[src/rtl/bll_pkg.sv]
package bll_pkg;
    localparam int LANE_W  = 8;
    localparam int LANES   = 4;
    localparam int WORD_W  = LANE_W * LANES;
    localparam int IDX_W   = 4;
    localparam int OFF_W   = 8;
    localparam int PAT_W   = 3;

    // instruction field positions
    localparam int DEST_LSB = 6;
    localparam int OFF_LSB  = 10;
    localparam int PAT_LSB  = 18;

    localparam logic [PAT_W-1:0] PAT_ZHALF = 3'd4;
    localparam logic [PAT_W-1:0] PAT_HHALF = 3'd5;
    localparam logic [PAT_W-1:0] PAT_SHALF = 3'd6;
    localparam logic [PAT_W-1:0] PAT_QUAD  = 3'd7;

    typedef enum logic [1:0] {
        ST_IDLE  = 2'd0,
        ST_WAIT  = 2'd1,
        ST_WRITE = 2'd2
    } bll_state_e;
endpackage

[src/rtl/bll_addr_gen.sv]
module bll_addr_gen #(
    parameter int ADDR_W = 32,
    parameter int DISP_W = 8
) (
    input  logic [ADDR_W-1:0] base,
    input  logic [DISP_W-1:0] disp,
    output logic [ADDR_W-1:0] addr
);
    localparam int EXT_W = ADDR_W - DISP_W;

    logic [ADDR_W-1:0] disp_ext;

    assign disp_ext = {{EXT_W{disp[DISP_W-1]}}, disp};
    assign addr     = base + disp_ext;
endmodule

[src/rtl/bll_lane_fmt.sv]
module bll_lane_fmt
    import bll_pkg::*;
(
    input  logic [LANE_W-1:0] byte_in,
    input  logic [PAT_W-1:0]  pat,
    input  logic [WORD_W-1:0] old_word,
    output logic [WORD_W-1:0] new_word
);
    localparam int HALF_W = 2 * LANE_W;
    localparam int HALVES = LANES / 2;

    logic [WORD_W-1:0] ins_word;
    logic [HALF_W-1:0] zhalf;
    logic [HALF_W-1:0] hhalf;
    logic [HALF_W-1:0] shalf;

    // lane insertion: one lane replaced, the rest kept
    for (genvar g = 0; g < LANES; g++) begin : g_lane
        assign ins_word[g*LANE_W +: LANE_W] =
            (pat == PAT_W'(g)) ? byte_in : old_word[g*LANE_W +: LANE_W];
    end

    assign zhalf = {{LANE_W{1'b0}}, byte_in};
    assign hhalf = {byte_in, {LANE_W{1'b0}}};
    assign shalf = {{LANE_W{byte_in[LANE_W-1]}}, byte_in};

    always_comb begin
        new_word = ins_word;
        unique case (pat)
            PAT_ZHALF: new_word = {HALVES{zhalf}};
            PAT_HHALF: new_word = {HALVES{hhalf}};
            PAT_SHALF: new_word = {HALVES{shalf}};
            PAT_QUAD:  new_word = {LANES{byte_in}};
            default:   new_word = ins_word;
        endcase
    end
endmodule

[src/rtl/byte_lane_loader.sv]
module byte_lane_loader
    import bll_pkg::*;
#(
    parameter int ADDR_W = 32
) (
    input  logic              clk,
    input  logic              rst_n,
    input  logic              insn_valid,
    input  logic [31:0]       insn_word,
    input  logic [ADDR_W-1:0] base_value,
    input  logic [WORD_W-1:0] old_value,
    output logic              busy,
    output logic              mem_req,
    output logic [ADDR_W-1:0] mem_addr,
    input  logic              mem_rvalid,
    input  logic [LANE_W-1:0] mem_rdata,
    output logic              wr_en,
    output logic [IDX_W-1:0]  wr_idx,
    output logic [WORD_W-1:0] wr_data
);
    typedef struct packed {
        bll_state_e        state;
        logic [ADDR_W-1:0] addr;
        logic [IDX_W-1:0]  dest;
        logic [PAT_W-1:0]  pat;
        logic [WORD_W-1:0] old;
        logic              wr_en;
        logic [WORD_W-1:0] wr_data;
    } bll_regs_t;

    bll_regs_t r_q, r_d;

    logic [IDX_W-1:0]  f_dest;
    logic [OFF_W-1:0]  f_disp;
    logic [PAT_W-1:0]  f_pat;
    logic [ADDR_W-1:0] eff_addr;
    logic [WORD_W-1:0] fmt_word;
    logic              unused_insn_bits;

    assign f_dest = insn_word[DEST_LSB +: IDX_W];
    assign f_disp = insn_word[OFF_LSB  +: OFF_W];
    assign f_pat  = insn_word[PAT_LSB  +: PAT_W];
    assign unused_insn_bits = ^{insn_word[31:PAT_LSB+PAT_W], insn_word[DEST_LSB-1:0]};

    bll_addr_gen #(.ADDR_W(ADDR_W), .DISP_W(OFF_W)) i_addr (
        .base (base_value),
        .disp (f_disp),
        .addr (eff_addr)
    );

    bll_lane_fmt i_fmt (
        .byte_in  (mem_rdata),
        .pat      (r_q.pat),
        .old_word (r_q.old),
        .new_word (fmt_word)
    );

    always_comb begin
        r_d       = r_q;
        r_d.wr_en = 1'b0;
        unique case (r_q.state)
            ST_IDLE: begin
                if (insn_valid) begin
                    r_d.state = ST_WAIT;
                    r_d.addr  = eff_addr;
                    r_d.dest  = f_dest;
                    r_d.pat   = f_pat;
                    r_d.old   = old_value;
                end
            end
            ST_WAIT: begin
                if (mem_rvalid) begin
                    r_d.state   = ST_WRITE;
                    r_d.wr_en   = (r_q.dest != '0);
                    r_d.wr_data = fmt_word;
                end
            end
            ST_WRITE: r_d.state = ST_IDLE;
            default:  r_d.state = ST_IDLE;
        endcase
    end

    always_ff @(posedge clk or negedge rst_n) begin
        if (!rst_n) r_q <= '0;
        else        r_q <= r_d;
    end

    assign busy     = (r_q.state != ST_IDLE);
    assign mem_req  = (r_q.state == ST_WAIT);
    assign mem_addr = r_q.addr;
    assign wr_en    = r_q.wr_en;
    assign wr_idx   = r_q.dest;
    assign wr_data  = r_q.wr_data;

    // request held with a stable address while no response
    p_req_held_r3: assert property (@(posedge clk) disable iff (!rst_n)
        mem_req && !mem_rvalid |=> mem_req && $stable(mem_addr));
    p_req_drop_r3: assert property (@(posedge clk) disable iff (!rst_n)
        mem_req && mem_rvalid |=> !mem_req);
    // write strobe only right after a response
    p_write_after_rsp_r4: assert property (@(posedge clk) disable iff (!rst_n)
        wr_en |-> $past(mem_req && mem_rvalid));
    p_single_pulse_r4: assert property (@(posedge clk) disable iff (!rst_n)
        wr_en |=> !wr_en);
    p_no_zero_dest_r10: assert property (@(posedge clk) disable iff (!rst_n)
        wr_en |-> wr_idx != '0);
    p_accept_r11: assert property (@(posedge clk) disable iff (!rst_n)
        insn_valid && !busy |=> busy && mem_req);
    p_req_busy_r11: assert property (@(posedge clk) disable iff (!rst_n)
        mem_req |-> busy);
endmodule

[config.mk]
export PLATFORM = sky130hd
export DESIGN_NAME = byte_lane_loader
export DESIGN_NICKNAME = d
export VERILOG_FILES = /design/src/rtl/bll_pkg.sv /design/src/rtl/bll_addr_gen.sv /design/src/rtl/bll_lane_fmt.sv /design/src/rtl/byte_lane_loader.sv
export SDC_FILE = /design/constraint.sdc
export NUM_CORES = 1
export LEC_CHECK = 0
export BUFFER_PORTS_ARGS = -buffer_cell sky130_fd_sc_hd__buf_2
export CAP_MARGIN = 20
export CELL_PAD_IN_SITES_DETAIL_PLACEMENT = 0
export CELL_PAD_IN_SITES_GLOBAL_PLACEMENT = 1
export CORE_MARGIN = 8
export CORE_UTILIZATION = 35
export DETAILED_ROUTE_END_ITERATION = 8
export PLACE_DENSITY_LB_ADDON = 0.1
export SLEW_MARGIN = 20
export SYNTH_ARGS = -nofsm -noshare
export SYNTH_HDL_FRONTEND = slang
export SYNTH_SLANG_ARGS = --single-unit
[constraint.sdc]
create_clock -name clk -period 1.7 [get_ports clk]
set_input_delay 0.17 -clock clk [delete_from_list [all_inputs] [get_ports clk]]
set_output_delay 0.17 -clock clk [all_outputs]
set_load 0.01 [all_outputs]
==> run summary <==
The H-tree level count is 3. The worst hold path terminates at wr_idx[3]. After technology mapping, the gate count stands at around 820.

The count of cell types in the netlist came out at 53. In this run the worst hold path is classified as in -> reg. The number of cells traversed by the worst register-to-register path is 5. The mux contribution to synthesized area came out at 0.00148. The number of buffers created by CTS is 9. Across all hold checks on the routed design, the worst slack comes to 0.0116 ns. The remaining antenna violation count after routing is 0. The biggest area consumer among synthesized cells is dfrtp_1.

The number of antenna violations at the first check in global routing is 0. The worst-case headroom to the max-slew limit is 0.635. The number of detailed-route iterations in the first pass is 5. The final routed DRC violation total is 0. The vertical extent of the die came out at 155 um. The Yosys step of the flow raised 0 warnings.

Of the total power, the clock network draws 0.171. Before CTS, the worst setup slack after placement is -0.868 ns. The share of total power consumed by net switching came out at 0.408. Routability-driven placement finished with a final weighted congestion of 0.825. The complex-gate fraction of the synthesized area was 0.204. The total track usage is 0.177. Setup slack on the critical path of the routed design comes to -0.430 ns. The sequential share of the synthesized area came out at 0.392.

Summed over all nets, the switching power comes to about 5.0 mW. Of the cells placed in the final design, the portion with a size suffix greater than 1 is 0.380. In this run the core area contains 51 standard-cell rows. The period utilization is 1.25. The floorplan core area came out at 19,200 um2. The final antenna diode count came out at 0.

The remaining global-route overflow came out at 0. The share of power burned in combinational logic came out at 0.471. Power spread over the standard cell area amounts to 1310 nW/um2. The layout overhead on the synthesized area came out at 39.0%.

In this run, synthesis produced a sequential element count of 106. The critical register-to-register path endpoint is wr_data[30]. The post-synthesis share of cell area spent on full adders, half adders and majority gates came out at 0.0602. Static timing analysis puts the maximum clock frequency at 0.470 GHz. Averaged over all synthesized cells, the footprint is just over 8 um2. The checks that failed: negative setup slack.

The sink count of the clock tree came out at 106. The via count of the first global-routing pass is 6,422. Once detailed placement completed, the half-perimeter wirelength came to 16,300 um. Sorting the synthesized cells by area gives the leading types as dfrtp_1, nand2_1, buf_4, ha_1, o21ai_0. The worst-path maximum fanout came out at 2. The share of total power dissipated in sequential elements is 0.359.

The number of pins with negative max-slew slack in the final report came out at 0. The setup slack on the worst flop-to-flop path is 0.14 ns. The synthesized netlist net count came out at 955. Of the total synthesized cell area, the portion taken by XOR and XNOR cells is 0.0349. The share of flip-flops with an asynchronous set or reset after synthesis is 1.00. The critical path startpoint category is a primary input. By startpoint and endpoint, the worst setup path is classified as in -> reg.

The number of fillers in the final layout is 1,838. The arrival time of data at the critical path endpoint is 2.36 ns. The design internal power came out at 7.29 mW. Summed over all cells, the static leakage comes to between 4 and 5 nW.

The count of endpoints failing hold in the final timing report came out at 0. The detail-routed net length per standard cell is 16.6 um. The worst clock skew on the final layout is 0.00939 ns. For the worst-skew pair, the clock arrives at the later sink with an insertion delay of 0.35 ns. The mapped netlist covers just under 7000 um2. The peak ir drop on the vdd network came out at 0.000519 V. The combinational family with the most area after synthesis is compound AO/OA/AOI/OAI gates. The number of DRC violations after detailed-routing iteration 0 came out at 308. After detailed routing, the number of vias per cell comes to 4.94. The clock transition at the registers of the reported paths is 0.08 ns. Entering global routing, the biggest net connects 67 pins. The total wire length is 21,500 um. The floorplan die area came out at 24,100 um2. The number of nets in the final layout came out at ~1,200. The number of flops mapped to enable cells by yosys is 0. The first global-routing pass estimated 34,100 um of wire.

The number of buffers on the longest clock path is 2. STA classifies the critical path endpoint as a flop. The initial standard-cell utilization of the core came out at 0.353. The final setup violation count is 21. Setup repair after global routing could not meet its margin everywhere. TritonCTS built the clock tree. The top-level I/O count came out at 179. The tree is rooted in a clkbuf_16. Among all flip-flop cells after synthesis, the most frequent one is dfrtp_1. In this run the tool buffered the top-level ports with around 160 buffer cells.

The tool flagged a number of max-cap violations equal to 0. The floorplan die width is 155 um. The area share of and/or/nand/nor cells after synthesis came out at 0.203. At the worst endpoint, the required time is 1.93 ns. The via count is approximately 6,400.

The flow ran to the end, but the final reports show violations. The worst hold path depth came out at 3. Of the post-synthesis cell area, the dominant cell type holds 0.392.

In this run the most critical hold path is launched from insn_word[9]. The worst register-to-register path begins at r_q[67]. The pin slew with the least headroom to its limit is around 0.55 ns. The time the final worst path needs with I/O delays and setup came out at 2.13 ns.
## cells by family after synthesis
logic type | count (synthesis)
and+or+nand+nor | 312
AOI/OAI and AO/OA | 215
buffers and inverters | 122
DFF | 106
adders and majority gates | 32
xor gates and xnor gates | 27
muxes | 1
## sequential cells by signal, summed over array words and instances, names as in the netlist
signal / count
mem_addr: 32
r_q: 37
wr_data: 32
wr_en: 1
wr_idx: 4
## metal layers
metal  vias up  global-route usage  wire, um
li1       3170                   -         -
met1      3070               0.214      9160
met2       146               0.313     11100
met3        20              0.0302       981
met4         0              0.0579       348
met5         -                   0         0
## worst max-delay path: stages
cell and delay (ns):
buf_6 0.10, ha_4 0.15, fa_2 0.36, a21oi_2 0.19
o21ai_2 0.10, a2111oi_4 0.37, buf_4 0.17, o31ai_2 0.07
and4_4 0.19, o211ai_2 0.15, mux2i_1 0.09, a221o_1 0.26
## cell usage in the layout, fill, tap and decap left out, types with 11 or more instances in the layout
cell           count
a21oi_1           47
dfrtp_1          105
buf_4            123
nand2b_1          19
xor2_1            12
dlygate4sd3_1     11
nand2_1          191
ha_4              15
a21o_1            13
nor2_1            30
buf_2            153
buf_6             16
o21ai_1           22
o21ai_0           56
ha_1              15
inv_1             12
a221oi_1          22
nor2b_1           20
## per-stage QoR
stage / utilization / total power, mW / instances / cell area (um2) / TNS [ns]
floorplan: - / 8.51 / 815 / 6900 / -5.94
global placement: 0.431 / 9.79 / 1240 / 8270 / -14.35
detailed placement: 0.431 / 9.91 / 1240 / 8270 / -14.91
CTS: 0.478 / 12.3 / 1287 / 9180 / -4.07
global route: 0.490 / 13.3 / 1298 / 9420 / -7.54
finish: 0.490 / 12.3 / 1298 / 9420 / -5.50
## power by group through the flow
stage	registers, mW	logic (mW)	clock network [mW]
finish	4.42	5.80	2.10
detailed placement	4.47	5.45	0
global route	4.58	6.48	2.25
CTS	4.43	5.71	2.17
global placement	4.42	5.37	0
floorplan	4.16	4.35	0
## cell usage after synthesis, drive strengths merged, types with 3 or more instances
| library cell | number |
|---|---|
| nand2b | 19 |
| inv | 12 |
| ha | 31 |
| a21o | 13 |
| dfrtp | 106 |
| and2 | 4 |
| nor2 | 34 |
| a21oi | 56 |
| nand4 | 6 |
| o31ai | 3 |
| buf | 71 |
| nand3 | 8 |
| xnor2 | 14 |
| and3 | 3 |
| o21ai | 84 |
| xor2 | 13 |
| o21bai | 6 |
| nand2 | 197 |
| o211ai | 6 |
| clkbuf | 39 |
| nor2b | 21 |
| o2111ai | 3 |
| a221oi | 23 |
| nor3 | 8 |
| o221ai | 9 |
## what timing repair did
| item | in CTS | in global routing |
|---|---|---|
| cloned | 1 | 0 |
| pin swaps | 44 | 33 |
| hold buffers | 11 | 0 |
| endpoints found under the setup margin | 22 | 46 |
| endpoints found under the hold margin | 33 | 0 |
| resized for setup | 69 | 35 |
| buffers inserted | 20 | 12 |
## final cells by class
type,count,area (um2),share of cell area
clock inverter,6,56.3,0.00598
sequential,106,2650,0.282
timing repair buffer,312,2160,0.230
clock buffer,10,229,0.0243
multi-input combinational,587,3940,0.418
inverter,12,45.0,0.00478
tap,265,332,0.0352
## worst max path at each step
stage | start | to | slack (ns) | cells past startpoint
floorplan | insn_word[10] | mem_addr[30] | -0.50 | 10
global placement | insn_word[11] | mem_addr[29] | -0.82 | 10
detailed placement | insn_word[17] | mem_addr[29] | -0.87 | 11
CTS | insn_word[10] | mem_addr[28] | -0.33 | 13
global route | insn_word[11] | mem_addr[20] | -0.52 | 13
finish | base_value[0] | mem_addr[30] | -0.43 | 12
Note: power is estimated with default switching activity, not from simulation.
